<file path="src/rtl/bwd_pkg.sv">
// Package: shared defaults and the outcome type of the address window decoder.
// Assumes: nothing beyond IEEE 1800-2017.
package bwd_pkg;

    localparam int unsigned DEF_N_SLV = 5;
    localparam int unsigned DEF_AW    = 32;
    localparam int unsigned DEF_DW    = 8;

    // Outcome of one decode: no request, a claimed window, or a miss.
    typedef enum logic [1:0] {
        DEC_IDLE = 2'd0,
        DEC_HIT  = 2'd1,
        DEC_MISS = 2'd2
    } dec_kind_e;

endpackage : bwd_pkg

</file>
<file path="src/rtl/bwd_window_cmp.sv">
// Module: bwd_window_cmp
// Compares one address against N_SLV mask/match pairs and flags each pair
// that claims it. Assumes mask and match are stable during an access.
module bwd_window_cmp #(
    parameter int unsigned N_SLV = 5,
    parameter int unsigned AW    = 32
) (
    input  logic [AW-1:0]            adr_i,
    input  logic [N_SLV-1:0][AW-1:0] mask_i,
    input  logic [N_SLV-1:0][AW-1:0] match_i,
    output logic [N_SLV-1:0]         hit_o
);

    for (genvar gi = 0; gi < N_SLV; gi++) begin : g_win
        // Flag slave gi when the masked address equals its match word.
        always_comb begin
            hit_o[gi] = ((adr_i & mask_i[gi]) == match_i[gi]);
        end
    end

endmodule : bwd_window_cmp

</file>
<file path="src/rtl/bwd_prio_pick.sv">
// Module: bwd_prio_pick
// Reduces a hit vector to a one-hot grant, keeping the lowest set index.
// Assumes nothing about how many hits are set.
module bwd_prio_pick #(
    parameter int unsigned N_SLV = 5
) (
    input  logic [N_SLV-1:0] hit_i,
    output logic [N_SLV-1:0] grant_o,
    output logic             any_o
);

    logic [N_SLV:0] taken;

    assign taken[0] = 1'b0;

    for (genvar gi = 0; gi < N_SLV; gi++) begin : g_chain
        // Grant slot gi only when no lower slot has already been granted.
        always_comb begin
            grant_o[gi]   = hit_i[gi] & ~taken[gi];
            taken[gi + 1] = taken[gi] | hit_i[gi];
        end
    end

    // Report whether any slot was granted.
    always_comb begin
        any_o = taken[N_SLV];
    end

endmodule : bwd_prio_pick

</file>
<file path="src/rtl/bwd_resp_mux.sv">
// Module: bwd_resp_mux
// AND-OR multiplexer that returns the acknowledge and read data of the
// granted slave. Assumes the grant is one-hot or zero; zero gives zeros.
module bwd_resp_mux #(
    parameter int unsigned N_SLV = 5,
    parameter int unsigned DW    = 8
) (
    input  logic [N_SLV-1:0]         grant_i,
    input  logic [N_SLV-1:0]         ack_i,
    input  logic [N_SLV-1:0][DW-1:0] rdata_i,
    output logic                     ack_o,
    output logic [DW-1:0]            rdata_o
);

    // Merge the granted slave's response. Ungranted slots contribute nothing.
    always_comb begin
        ack_o   = 1'b0;
        rdata_o = '0;
        for (int i = 0; i < N_SLV; i++) begin
            ack_o   = ack_o | (grant_i[i] & ack_i[i]);
            rdata_o = rdata_o | (rdata_i[i] & {DW{grant_i[i]}});
        end
    end

endmodule : bwd_resp_mux

</file>
<file path="src/rtl/bus_window_decoder.sv">
// Module: bus_window_decoder
// Combinational address decoder and response multiplexer for one master and
// N_SLV slaves. The lowest-indexed claiming window wins. A miss is
// acknowledged at once with zero data. Assumes a single master. Strobe,
// write enable and write data are fanned out outside this block.
module bus_window_decoder
    import bwd_pkg::*;
#(
    parameter int unsigned N_SLV = DEF_N_SLV,
    parameter int unsigned AW    = DEF_AW,
    parameter int unsigned DW    = DEF_DW
) (
    input  logic                     m_cyc_i,
    input  logic [AW-1:0]            m_adr_i,
    output logic                     m_ack_o,
    output logic [DW-1:0]            m_rdata_o,
    input  logic [N_SLV-1:0][AW-1:0] win_mask_i,
    input  logic [N_SLV-1:0][AW-1:0] win_match_i,
    output logic [N_SLV-1:0]         s_cyc_o,
    input  logic [N_SLV-1:0]         s_ack_i,
    input  logic [N_SLV-1:0][DW-1:0] s_rdata_i
);

    logic [N_SLV-1:0] hit;
    logic [N_SLV-1:0] grant;
    logic             any_hit;
    logic             sel_ack;
    dec_kind_e        kind;

    bwd_window_cmp #(.N_SLV(N_SLV), .AW(AW)) cmp_i (
        .adr_i   (m_adr_i),
        .mask_i  (win_mask_i),
        .match_i (win_match_i),
        .hit_o   (hit)
    );

    bwd_prio_pick #(.N_SLV(N_SLV)) pick_i (
        .hit_i   (hit),
        .grant_o (grant),
        .any_o   (any_hit)
    );

    bwd_resp_mux #(.N_SLV(N_SLV), .DW(DW)) mux_i (
        .grant_i (grant),
        .ack_i   (s_ack_i),
        .rdata_i (s_rdata_i),
        .ack_o   (sel_ack),
        .rdata_o (m_rdata_o)
    );

    // Classify the current access.
    always_comb begin
        if (!m_cyc_i)     kind = DEC_IDLE;
        else if (any_hit) kind = DEC_HIT;
        else              kind = DEC_MISS;
    end

    // Gate slave requests with the master cycle. Absorb a miss with an acknowledge.
    always_comb begin
        s_cyc_o = grant & {N_SLV{m_cyc_i}};
        unique case (kind)
            DEC_HIT:  m_ack_o = sel_ack;
            DEC_MISS: m_ack_o = 1'b1;
            default:  m_ack_o = 1'b0;
        endcase
    end

    // Output-level checks on the settled combinational result.
    always_comb begin

        one_cyc_chk: assert ($onehot0(s_cyc_o));

        if (!m_cyc_i) begin
            idle_quiet_chk: assert (s_cyc_o == '0 && !m_ack_o);
        end

        if (m_cyc_i && s_cyc_o == '0) begin
            miss_ack_chk: assert (m_ack_o);
        end

        if (hit == '0) begin
            miss_zero_chk: assert (m_rdata_o == '0);
        end
    end

    for (genvar gi = 0; gi < N_SLV; gi++) begin : g_resp_chk
        // Response of a requested slave must reach the master unchanged.
        always_comb begin
            if (s_cyc_o[gi]) begin

                sel_ack_chk: assert (m_ack_o == s_ack_i[gi]);

                sel_data_chk: assert (m_rdata_o == s_rdata_i[gi]);
            end
        end
    end

endmodule : bus_window_decoder

</file>
<file path="config.mk">
export PLATFORM = sky130hd
export DESIGN_NAME = bus_window_decoder
export DESIGN_NICKNAME = d
export VERILOG_FILES = /design/src/rtl/bwd_pkg.sv /design/src/rtl/bwd_window_cmp.sv /design/src/rtl/bwd_prio_pick.sv /design/src/rtl/bwd_resp_mux.sv /design/src/rtl/bus_window_decoder.sv
export SDC_FILE = /design/constraint.sdc
export NUM_CORES = 1
export LEC_CHECK = 0
export CORE_AREA = 2 2 159 161
export DETAILED_ROUTE_END_ITERATION = 8
export DIE_AREA = 0 0 161 163
export DONT_BUFFER_PORTS = 1
export GPL_TIMING_DRIVEN = 0
export PLACE_DENSITY = 0.3
export SYNTH_ARGS = -nofsm -noshare
export SYNTH_HDL_FRONTEND = slang
export SYNTH_SLANG_ARGS = --single-unit
</file>
<file path="constraint.sdc">
create_clock -name vclk -period 3.6
set_input_delay 0.54 -clock vclk [all_inputs]
set_output_delay 0.54 -clock vclk [all_outputs]
set_load 0.01 [all_outputs]
</file>
**Yosys cells after proc, flatten, opt, wreduce, memory -nomap -nowiden**

Index checks and enable logic that the tools add are counted.

- Bitwise gates (word level): 36
- Mux-type cells: 3
- Equality and inequality tests: 7

Operator list:

| operator | number |
|---|---|
| AND 32 bit | 5 |
| equality test 32 bit | 5 |
| AND 8 bit | 5 |
| bitwise OR 8 bit | 4 |
| AND 1 bit | 9 |
| bitwise OR 1 bit | 8 |
| AND 5 bit | 1 |
| two-way mux 2 bit | 2 |
| NOT 1 bit | 4 |
| equality test 2 x 1 -> 1 bit, second input constant | 1 |
| equality test 2 bit, second input constant | 1 |
| case mux 1 bit (2 select lines) | 1 |

- Bits in registers: 0
- Word-level logic and storage cells: 46
- Input port bits: 398
- Output and inout bits: 14

**Depth between registers and ports, before layout**

Gate-level depths: netlist (run 1).

- Depth in word-level cells: 10
- Gate-level depth with buffers: 10
- Mapped depth without buffers: 7

**Modules after synthesis**

Synthesis (run 1) repeated with hierarchy kept, for this count alone.

- Cells, all modules: 495
- Area, all modules: 3409.5 µm²

Modules (own cells, without submodules):

| module | seq. area each (µm²) | area each (µm²) | cells each | instances |
|---|---|---|---|---|
| bwd_window_cmp | 0.0 | 3079.2 | 449 | 1 |
| bwd_resp_mux | 0.0 | 229.0 | 32 | 1 |
| bwd_prio_pick | 0.0 | 55.1 | 7 | 1 |
| bus_window_decoder | 0.0 | 46.3 | 7 | 1 |

**Worst setup path after synthesis (run 1)**

No wires, ideal clock.

- Path kind: input to output
- From: input port m_adr_i[6]
- To: output port m_rdata_o[0]
- Cell stages on the path: 9
- Arrival: 2.429 ns
- Path buffers: 2
- Data required time: 3.060 ns
- Path slack: 0.631 ns
- Cell sequence: buf_2 > and3b_1 > a211oi_2 > nand4_1 > or4_4 > nor4bb_1 > buf_6 > a32o_1 > a211o_1

- Word-level cells in the longest chain between the ends: 9
- Elaborated cells between the ends (all ways): 30
- Classes of those cells: 5 x eq/ne; 25 x bitwise

RTL lines:

| what | RTL line | text |
|---|---|---|
| start, declared | bus_window_decoder.sv:14 | `input logic [AW-1:0] m_adr_i,` |
| AND 32 bit | bwd_window_cmp.sv:17 | `hit_o[gi] = ((adr_i & mask_i[gi]) == match_i[gi]);` |
| equality test 32 bit | bwd_window_cmp.sv:17 |  |
| NOT 1 bit / bitwise OR 1 bit (equally long branches) | bwd_prio_pick.sv:19, bwd_prio_pick.sv:20 |  |
| AND 1 bit, or another cell as far along | bwd_prio_pick.sv:19 | `grant_o[gi] = hit_i[gi] & ~taken[gi];` |
| AND 8 bit, or another cell as far along | bwd_resp_mux.sv:21 | `rdata_o = rdata_o \| (rdata_i[i] & {DW{grant_i[i]}});` |
| bitwise OR 8 bit, or another cell as far along (2 in a row) | bwd_resp_mux.sv:21 |  |
| bitwise OR 8 bit / AND 8 bit (equally long branches) | bwd_resp_mux.sv:21 |  |
| bitwise OR 8 bit * | bwd_resp_mux.sv:21 |  |
| end, declared | bus_window_decoder.sv:16 | `output logic [DW-1:0] m_rdata_o,` |

Every way passes the cells marked *; elsewhere a longest branch is shown, timed or not.

**Worst setup path in the final report (run 1)**

- From: input port m_adr_i[25]
- To: output port m_rdata_o[4]

The elaborated chain is that of the path after synthesis.

==> results of run 1 <==
-- metrics by stage --
step	std cells	hold WS, ns	cell area [µm²]	util [%]
finish	834	1.211	3970	16.09
CTS	834	1.215	3954	16.02
global placement	829	1.220	3845	15.58
floorplan	499	1.191	3432	-
detailed placement	829	1.213	3845	15.58
global route	834	1.218	3970	16.09
-- cell families after synthesis --
| group | after synthesis | synth area share (%) |
|---|---|---|
| compound gates | 220 | 45.72 |
| xor+xnor | 32 | 8.166 |
| buf+inv | 31 | 6.015 |
| simple gates | 216 | 40.10 |
-- worst max path at each step --
stage,start,end,depth (start not counted)
6_report,m_adr_i[25],m_rdata_o[4],9
5_1_grt,m_adr_i[24],m_rdata_o[6],11
4_1_cts,m_adr_i[3],m_rdata_o[1],9
3_5_place_dp,m_adr_i[24],m_rdata_o[1],8
3_3_place_gp,m_adr_i[24],m_rdata_o[1],8
2_1_floorplan,m_adr_i[6],m_rdata_o[0],9
-- metal layers --
metal  track usage, %  wire [µm]  vias up
met2            31.84      12250      278
met3            4.023       2048       22
met1            16.65       8182     2029
li1                 -          -     1995
met5                0          0        -
met4            4.180        614        0
-- power by group through the flow --
stage / combinational [mW] / clock, mW / sequential, mW
3_5_place_dp: 0.307 / 0 / 0
2_1_floorplan: 0.225 / 0 / 0
3_3_place_gp: 0.303 / 0 / 0
6_report: 0.310 / 0 / 0
4_1_cts: 0.317 / 0 / 0
5_1_grt: 0.341 / 0 / 0
-- synth_stat cells (all sizes together), types with 10 or more instances --
| master | n |
|---|---|
| nand2 | 40 |
| nand4 | 18 |
| and3 | 65 |
| nand3 | 32 |
| a21boi | 33 |
| buf | 28 |
| o22a | 32 |
| a21o | 33 |
| xnor2 | 32 |
| a211oi | 32 |
| a21oi | 72 |
| and3b | 33 |
| nor4 | 10 |
-- cell type report --
cell class | count | area [µm²] | share of cell area (%)
well taps | 330 | 412.9 | 10.40
repair buffers | 5 | 37.54 | 0.9455
plain buffers | 29 | 210.2 | 5.295
inverters | 2 | 7.507 | 0.1891
multi-input cells | 468 | 3302 | 83.17
-- repair_timing --
| item | in CTS | in global routing |
|---|---|---|
| resized for setup | 17 | 5 |
| pin swaps | 4 | 1 |
| hold buffers | 0 | 0 |
| setup endpoints to repair | 14 | 6 |
| buffers inserted | 5 | 0 |
| hold endpoints to repair | 0 | 0 |
==> run summary, run 1 <==
The flow ran to the end, and the final reports show no timing, DRC or antenna violations. The count of final max-slew check failures is 0. The mean routed wirelength per cell is approximately 28 µm.

The distinct cell type count of the synthesized netlist is 32. The width of the chip is around 160 µm. Setup repair after global routing left no endpoint under its margin. The sequential cell area came out at 0 µm². The die boundary height is ~160 µm. The floorplan step defined a die boundary enclosing 26240 µm². The average cell area after synthesis came out at approximately 7 µm². Once the floorplan was initialized, standard cells occupied roughly 14% of the core.

By area the synthesized netlist is led by sky130_fd_sc_hd__and3_1 (12%), sky130_fd_sc_hd__a21oi_1 (10%), sky130_fd_sc_hd__and3b_1 (8.4%). The number of antenna violations at the first check in global routing came out at 0. In the routed layout, each cell is associated on average with a via count of roughly 5.2. The share of cells above drive strength 1 came out at a little under an eighth. The relative slew slack came out at 59.36%. Leaving out fill and tap cells, the most frequent cell in the layout is sky130_fd_sc_hd__a21oi_1.

The total count of hold-check failures in the final report is 0. Walking the worst path, the cells encountered are buf_4 > a21o_1 > a211oi_1 > nand4_1 > or4_4 > buf_2 > or3b_1 > a21oi_2 > a211o_1. The post-layout minimum cycle time is between 3 and 4 ns. The category of the most critical setup path is in2out. The area of the mapped netlist is 3432 µm². Entering global routing, the biggest net connects 11 pins. The number of global-route vias before repair is approximately 4.4k. The portion of total power attributed to sequential cells came out at 0%. The worst hold path terminates at m_ack_o. The standard cell core area is ~25000 µm². After filler insertion, the fill cell instance count of the layout stands at 2850. The design draws ~310 µW.

The power density over the cells is a little under 80 nW/µm². After layout, the worst path uses between 90% and 100% of the clock period. In this run, the clock network consumes 0% of the power.

The worst path setup slack after routing is around 0.099 ns. Counting both buffers and inverters, the worst setup path holds a total of 2. The synthesis-to-layout area growth is 15.68%.

The largest incremental delay on the critical path is 0.51 ns. After layout, the clock buffer instance count stands at 0. The startpoint type of the worst setup path is a primary input. Combinational logic is responsible for 100.0% of the overall power. The largest fanout on the critical path came out at 10. The measured slew at the worst slew-check pin is 0.6040 ns. The post-detailed-route DRC marker count is 0. STA classifies the critical path endpoint as an output port. The internal power came out at ~160 µW. The global-route wire length before repair came out at 30.10 mm. The hold path startpoint is m_cyc_i. Counting instances, the worst hold path has a depth of 1. Setup violations remaining at the end of the flow were counted as 0. Across all layers, the routed design uses approximately 4.3k vias. Among cell families on the critical path, the largest total delay comes from simple AND/OR/NAND/NOR gates. The row count came out at between 50 and 60. The worst setup slack after placement came out at -0.6092 ns.

The worst hold path belongs to the class in2out. The top achievable clock speed is about 290 MHz. The leakage power is about 1.8 nW. The data arrival time of the worst path came out at slightly below 3 ns.

Summed over its instances, the top area cell type makes up about an eighth of the synthesized netlist area. In the synthesized netlist, the number of instances is between 400 and 500. Routability-driven placement finished with a final weighted congestion of 0.8856.

The total global-route track usage is about 16%. The detailed placement HPWL came out at approximately 21 mm. The count of antenna diodes in the layout is 0.

The count of nets left with antenna violations once routing finished came out at 0. The number of search-and-repair iterations in the first detailed-routing pass is 4. Of the synthesized area, sequential elements account for 0%.

The global route total overflow came out at 0. For this block, the initial DRC count from the detailed router was around 170. The final layout net count came out at around 900.

The data required time at the worst endpoint is ~3 ns. The slowest library cell on the worst path is sky130_fd_sc_hd__or4_4. The switching portion of total power came out at 49.87%. Max-cap violations in this run came to 0. In the layout the commonest cells are sky130_fd_sc_hd__a21oi_1 (66), sky130_fd_sc_hd__and3_1 (65), sky130_fd_sc_hd__nand2_1 (40). During I/O placement, the number of pins put on the boundary was approximately 410. The largest total area in the synthesized netlist belongs to sky130_fd_sc_hd__and3_1. The net switching power came out at between 150 and 200 µW. The maximum VDD drop came out at ~27 µV. During placement, the flow inserted port buffers numbering 0. The number of sequential cells is 0. The setup TNS is 0 ns. For this run, the number of Yosys warnings is 0. The synthesized net count came out at 897.

The routed wire length came out at about 23 mm.
Note: power is estimated with default switching activity, not from simulation.
==> run 2, diff against run 1 <==
--- a/config.mk
+++ b/config.mk
@@ -11,6 +11,7 @@
 export DONT_BUFFER_PORTS = 1
 export GPL_TIMING_DRIVEN = 0
 export PLACE_DENSITY = 0.3
+export RECOVER_POWER = 100
 export SYNTH_ARGS = -nofsm -noshare
 export SYNTH_HDL_FRONTEND = slang
 export SYNTH_SLANG_ARGS = --single-unit
==> run 2 against run 1 <==
  * Utilization hardly changed
  * Critical path depth unchanged
  * Die area is the same
  * Critical path type unchanged
  * Critical endpoint unchanged
  * Largest power group unchanged
==> run summary, run 2 (synthesized netlist as in run 1, its figures left out) <==
The starting DRC count in detailed routing came out at 170. The starting utilization of the core area came out at roughly 14%. The flow ran to the end, and the final reports show no timing, DRC or antenna violations. The post-route standard cell area excluding fillers is a little under 4000 µm². The number of search-and-repair iterations in the first detailed-routing pass is 4. Summing all flip-flop and latch instances after layout gives 0 µm². Compared with the post-synthesis result, the final layout area differs by 15.42%. The relative slew slack is roughly three fifths. The power density over the cells came out at 78.32 nW/µm². The number of antenna diodes in the final layout is 0. Summed over all cells, the static leakage comes to about 1.8 nW. The library cell used most frequently in the layout, excluding fill and tap cells, is sky130_fd_sc_hd__a21oi_1. The cell count after placement came out at between 800 and 900. Once routing completed, OpenROAD measured the worst setup slack at approximately 0.10 ns. The worst setup slack after placement came out at -0.6092 ns.

The path class of the tightest hold or removal check is in2out. The mean routed wirelength per cell is about 28 µm. Setup violations remaining at the end of the flow were counted as 0. The core occupancy in the finished layout is between 15 and 20%.

The maximum VDD drop came out at between 20 and 30 µV. The worst setup path is launched from a primary input. Hold is met by approximately 1.2 ns. The total global-route track usage is between 10% and 20%. Derived from the worst setup path, the maximum achievable clock frequency is approximately 290 MHz. The number of sequential cells is 0. The routed wire length is roughly 23 mm. The die is between 150 and 200 µm wide. The count of final max-slew check failures was 0. The row count is 58.

The post-layout minimum cycle time came out at around 3.5 ns. The number of antenna violations at the first check in global routing came out at 0. The maximum number of pins on one net before global-route repair is 11. The global-route wire length before repair came out at around 30 mm. The area after detailed placement is about 3800 µm². The top-level I/O count is between 400 and 500. The measured slew at the worst slew-check pin is around 0.6 ns. The count of nets left with antenna violations after detail routing came out at 0. After global routing the overflow that remains totals 0. Counting the fill cells in the layout gives between 2k and 3k. The setup TNS came out at 0 ns.

The total count of hold-check failures in the final report is 0. The total of clock buffers placed in the layout is 0. In this run the standard cell core region covers about 25000 µm². In this run the vertical extent of the chip is ~160 µm. The post-detailed-route DRC marker count came out at 0.

Of all nets on the critical path, the largest fanout is 10. The number of violations of the max-capacitance limit is 0. Leaving out fill and tap cells, the most frequent cells in the layout are sky130_fd_sc_hd__a21oi_1 (66), sky130_fd_sc_hd__and3_1 (65), sky130_fd_sc_hd__nand2_1 (40). The number of hold buffers added after CTS was 0. The data arrival time of the worst path is ~3.0 ns. The number of global-route vias before repair was 4403. The placer's final routability congestion estimate came out at between 0.8 and 0.9. In the final layout, the share of cells above drive strength 1 is about 12%.

The detailed placement HPWL is approximately 21 mm. The category of the most critical setup path is in2out. The overall power came out at ~310 µW. The count of vias placed by the detailed router came out at about 4.3k. The number of vias per cell after detailed routing came out at 5.185. The number of buffers inserted by port buffering is 0. The final clock period utilization by the worst path came out at 97.18%. The die covers around 26000 µm². Setup repair after global routing left no endpoint under its margin. The final layout net count is around 900. The data required time at the worst endpoint is slightly above 3 ns. The finished layout holds 834 standard cells, fillers aside. STA classifies the critical path endpoint as an output port.
==> run 2: cell types whose count changed in the layout (fill, tap and decap cells not counted), sizes merged <==
cell | previous run | this run
buf | 31 | 30
clkbuf | 3 | 4
==> run 2: area by class of cell <==
type | instances | area (µm²) | area share [%]
Inverter | 2 | 7.507 | 0.1895
Tap cell | 330 | 412.9 | 10.42
Timing Repair Buffer | 5 | 37.54 | 0.9476
Multi-Input combinational cell | 468 | 3293 | 83.13
Buffer | 29 | 210.2 | 5.306
==> run 2: repair_timing <==
item	4_1_cts	5_1_grt
buffers inserted	5	0
endpoints found under the setup margin	14	6
gates resized for setup	17	5
pin swaps	4	1
gates cloned	0	0
==> run 2: worst paths after layout <==
check	start	end	slack [ns]	cells after the start
max	m_adr_i[25]	m_rdata_o[4]	0.10	9
min	m_cyc_i	m_ack_o	1.21	1
==> run 2: where the power goes <==
part	internal, mW	switching, mW
clock	0	0
sequential	0	0
combinational	0.156	0.155
==> run 2: critical path: stages <==
cell	delay [ns]
sky130_fd_sc_hd__buf_4	0.17
sky130_fd_sc_hd__a21o_1	0.18
sky130_fd_sc_hd__a211oi_1	0.26
sky130_fd_sc_hd__nand4_1	0.23
sky130_fd_sc_hd__or4_4	0.50
sky130_fd_sc_hd__buf_2	0.20
sky130_fd_sc_hd__or3b_1	0.38
sky130_fd_sc_hd__a21oi_2	0.25
sky130_fd_sc_hd__a211o_1	0.23
==> run 2: layer usage <==
metal	up-vias	part of all wire, %	GRT usage, %
met3	22	8.9	4.023
li1	1996	-	-
met2	278	53	31.84
met5	-	0	0
met4	0	2.7	4.180
met1	2028	35	16.65
==> run 3, diff against run 2 <==
--- a/config.mk
+++ b/config.mk
@@ -5,9 +5,10 @@
 export SDC_FILE = /design/constraint.sdc
 export NUM_CORES = 1
 export LEC_CHECK = 0
-export CORE_AREA = 2 2 159 161
+export ABC_AREA = 1
+export CORE_AREA = 2 2 162 164
 export DETAILED_ROUTE_END_ITERATION = 8
-export DIE_AREA = 0 0 161 163
+export DIE_AREA = 0 0 164 166
 export DONT_BUFFER_PORTS = 1
 export GPL_TIMING_DRIVEN = 0
 export PLACE_DENSITY = 0.3
==> run 3 against run 2 <==
  * Non-clock buffer count shrank 13
  * Wire length shrank 12%
  * Die area grew 3.7%
  * Total power grew 11%
  * Via count grew 13%
  * Worst hold slack lost 0.014 ns
  * First-iteration DRC count grew 19%
  * Synthesized area grew 16%
==> run summary, run 3 <==
The repair_antennas step left the layout with diodes totalling 0. Cells with a size suffix above 1 make up under 10% of the layout. The core region is approximately 26000 µm².

The combinational share of power came out at between 90% and 100%. For this block, the initial DRC count from the detailed router was 203. The number of violations of the max-capacitance limit came out at 0. VDD sags by at most ~33 µV. The maximum number of pins on one net before global-route repair is 11. The sequential cell area came out at 0 µm². The portion of the post-synthesis area used by sequential elements came out at 0%.

For this block, the routed nets add up to about 20 mm of wire. The post-layout minimum cycle time came out at ~3.2 ns. The library cell used most frequently in the layout, excluding fill and tap cells, is sky130_fd_sc_hd__nand2_1.

The worst path setup slack after routing came out at between 0.4 and 0.5 ns. The detailed router placed between 4k and 5k vias in this run. For the pin with the worst max-slew slack, the measured transition is roughly 0.48 ns. After synthesis, the netlist uses 27 different library cells. The post-detailed-route DRC marker count is 0.

The mean routed wirelength per cell came out at ~17 µm. The synthesized net count came out at ~1.3k. The HPWL after detailed placement is roughly 19 mm. The data arrival time of the worst path is between 2 and 3 ns. Summed over all cells, the static leakage comes to roughly 2.4 nW. The relative slew slack is 67.88%.

The top-level I/O count came out at ~400. The switching portion of total power is between 50% and 60%. The count of nets left with antenna violations after detail routing is 0. The number of global-route vias before repair was ~4.7k. The largest total area in the synthesized netlist belongs to sky130_fd_sc_hd__nand2_1. The number of antenna violations at the first check in global routing came to 0. The number of buffers inserted by post-CTS setup repair came out at 0. The average cell area after synthesis came out at 4.638 µm². The most frequent cell after synthesis is sky130_fd_sc_hd__nand2_1.

The total global-route track usage is between 10 and 15%. For this run, the top clock speed supported by timing is 315.5 MHz. The portion of total power attributed to the clock network is 0%. The run finished with clean final reports.

STA classifies the critical path endpoint as an output port. The placer's final routability congestion estimate came out at around 0.82. The count of final max-slew check failures is 0.

The synthesis-to-layout area growth came out at 10.20%. The hold buffer count at CTS came out at 0. The setup path with the least slack is of type in2out. The area of the die came out at roughly 27000 µm². The total of warnings raised by yosys is 0. In this run the horizontal extent of the chip is 164 µm. The global route total overflow is 0.

The post-route standard cell area excluding fillers came out at about 4400 µm². Summing every instance area after synthesis gives between 3000 and 4000 µm². The final layout net count is 1262. The setup TNS came out at 0 ns.

The power density over the cells came out at around 80 nW/µm². Data on the critical path is required at its endpoint by about 3.1 ns. The global-route wire length before repair is 28.23 mm. The die boundary height is around 170 µm. The top cell types in the final layout, fill and taps aside, are sky130_fd_sc_hd__nand2_1 (441), sky130_fd_sc_hd__nand3_1 (102), sky130_fd_sc_hd__inv_1 (82). The post-synthesis cell count came out at roughly 860. Clock buffers in the final layout number 0. The worst setup slack after placement came out at roughly 0.48 ns. Ranked by instance count, the synthesized netlist is headed by sky130_fd_sc_hd__nand2_1 (441), sky130_fd_sc_hd__nand3_1 (102), sky130_fd_sc_hd__inv_1 (82), sky130_fd_sc_hd__nor2_1 (65), sky130_fd_sc_hd__nand3b_1 (32).

The number of gates resized after CTS came out at 0. The initialized floorplan defines 59 standard-cell rows. The number of sequential cells is 0. The number of buffers inserted by port buffering is 0. The final clock period utilization by the worst path is around nine tenths. The area after detailed placement came out at 4417 µm². The area share of the largest cell type after synthesis is a little over 40%. The net switching power is a little under 200 µW. The worst hold path belongs to the class in2out. The initial utilization of the core area, before any placement, comes to around 16%. Of all nets on the critical path, the largest fanout is 9. Setup repair after global routing left no endpoint under its margin. The total count of hold-check failures in the final report came out at 0. The startpoint type of the worst setup path is a primary input. By area the synthesized netlist is led by sky130_fd_sc_hd__nand2_1 (41%), sky130_fd_sc_hd__nand3_1 (13%), sky130_fd_sc_hd__inv_1 (7.7%). The internal power came out at 148.9 µW. The portion of total power attributed to sequential cells came out at 0%.

The filler cell count is 3023. Dividing the detail-routed via count by the number of cells gives approximately 4.1. The number of search-and-repair iterations in the first detailed-routing pass came out at 7. The final setup violation count came out at 0.
## run 3: cell count changes after synthesis, moves of 27 or more
| cell | previous run | this run |
|---|---|---|
| sky130_fd_sc_hd__nand2_1 | 40 | 441 |
| sky130_fd_sc_hd__inv_1 | 2 | 82 |
| sky130_fd_sc_hd__nand3_1 | 32 | 102 |
| sky130_fd_sc_hd__and3_1 | 65 | 0 |
| sky130_fd_sc_hd__a21oi_1 | 72 | 8 |
| sky130_fd_sc_hd__nor2_1 | 1 | 65 |
| sky130_fd_sc_hd__a21o_1 | 33 | 0 |
| sky130_fd_sc_hd__and3b_1 | 33 | 0 |
| sky130_fd_sc_hd__nand3b_1 | 0 | 32 |
| sky130_fd_sc_hd__o22a_1 | 32 | 0 |
| sky130_fd_sc_hd__xor2_1 | 0 | 31 |
| sky130_fd_sc_hd__a21boi_0 | 30 | 0 |
| sky130_fd_sc_hd__a211oi_1 | 27 | 0 |
## run 3: path summary, 6_finish.rpt
check | slack [ns] | depth (start not counted) | from | endpoint
setup / recovery | 0.43 | 13 | m_adr_i[12] | m_rdata_o[1]
hold / removal | 1.20 | 2 | m_cyc_i | m_ack_o
## run 3: worst max-delay path, stage by stage
cell and delay (ns):
sky130_fd_sc_hd__buf_2 0.24, sky130_fd_sc_hd__nand2_1 0.08, sky130_fd_sc_hd__nand2_1 0.06, sky130_fd_sc_hd__nand2_1 0.06
sky130_fd_sc_hd__nor2_1 0.10, sky130_fd_sc_hd__nand2_1 0.06, sky130_fd_sc_hd__nor2_1 0.27, sky130_fd_sc_hd__nand2_1 0.10
sky130_fd_sc_hd__nor2_1 0.37, sky130_fd_sc_hd__nand3_1 0.26, sky130_fd_sc_hd__inv_2 0.22, sky130_fd_sc_hd__a21oi_1 0.11
sky130_fd_sc_hd__nand3_1 0.17
## run 3: area by class of cell
| class | count | area (µm²) | area share, % |
|---|---|---|---|
| plain buffers | 21 | 121.4 | 2.755 |
| inverters | 86 | 325.3 | 7.384 |
| multi-input cells | 755 | 3540 | 80.35 |
| well taps | 335 | 419.2 | 9.514 |
## run 3: metrics by stage
| stage | utilization, % | power (mW) | hold WS, ns | std cells |
|---|---|---|---|---|
| 2_1_floorplan | - | 0.2751 | 1.176 | 862 |
| 3_3_place_gp | 17.24 | 0.3532 | 1.200 | 1197 |
| 3_5_place_dp | 17.24 | 0.3560 | 1.197 | 1197 |
| 4_1_cts | 17.24 | 0.3576 | 1.197 | 1197 |
| 5_1_grt | 17.20 | 0.4079 | 1.220 | 1197 |
| 6_report | 17.20 | 0.3458 | 1.198 | 1197 |
## run 3: logic make-up (layout without fill, tap and decap cells)
logic type                Yosys count  after routing  synth area share (%)
AOI/OAI and AO/OA                   9              9                 1.127
xor gates and xnor gates           59             59                 12.93
buffers and inverters             107            107                 11.21
and+or+nand+nor                   687            687                 74.74
## run 3: metal layers
layer | part of all wire [%] | GRT usage (%)
met1 | 40 | 16.79
met2 | 51 | 26.36
met3 | 8.5 | 2.622
met4 | 0.57 | 0.7246
met5 | 0 | 0
## run 3: power groups by stage
stage / Combinational, mW / Clock, mW / Sequential [mW]
floorplan: 0.275 / 0 / 0
global placement: 0.353 / 0 / 0
detailed placement: 0.356 / 0 / 0
CTS: 0.358 / 0 / 0
global route: 0.408 / 0 / 0
finish: 0.346 / 0 / 0
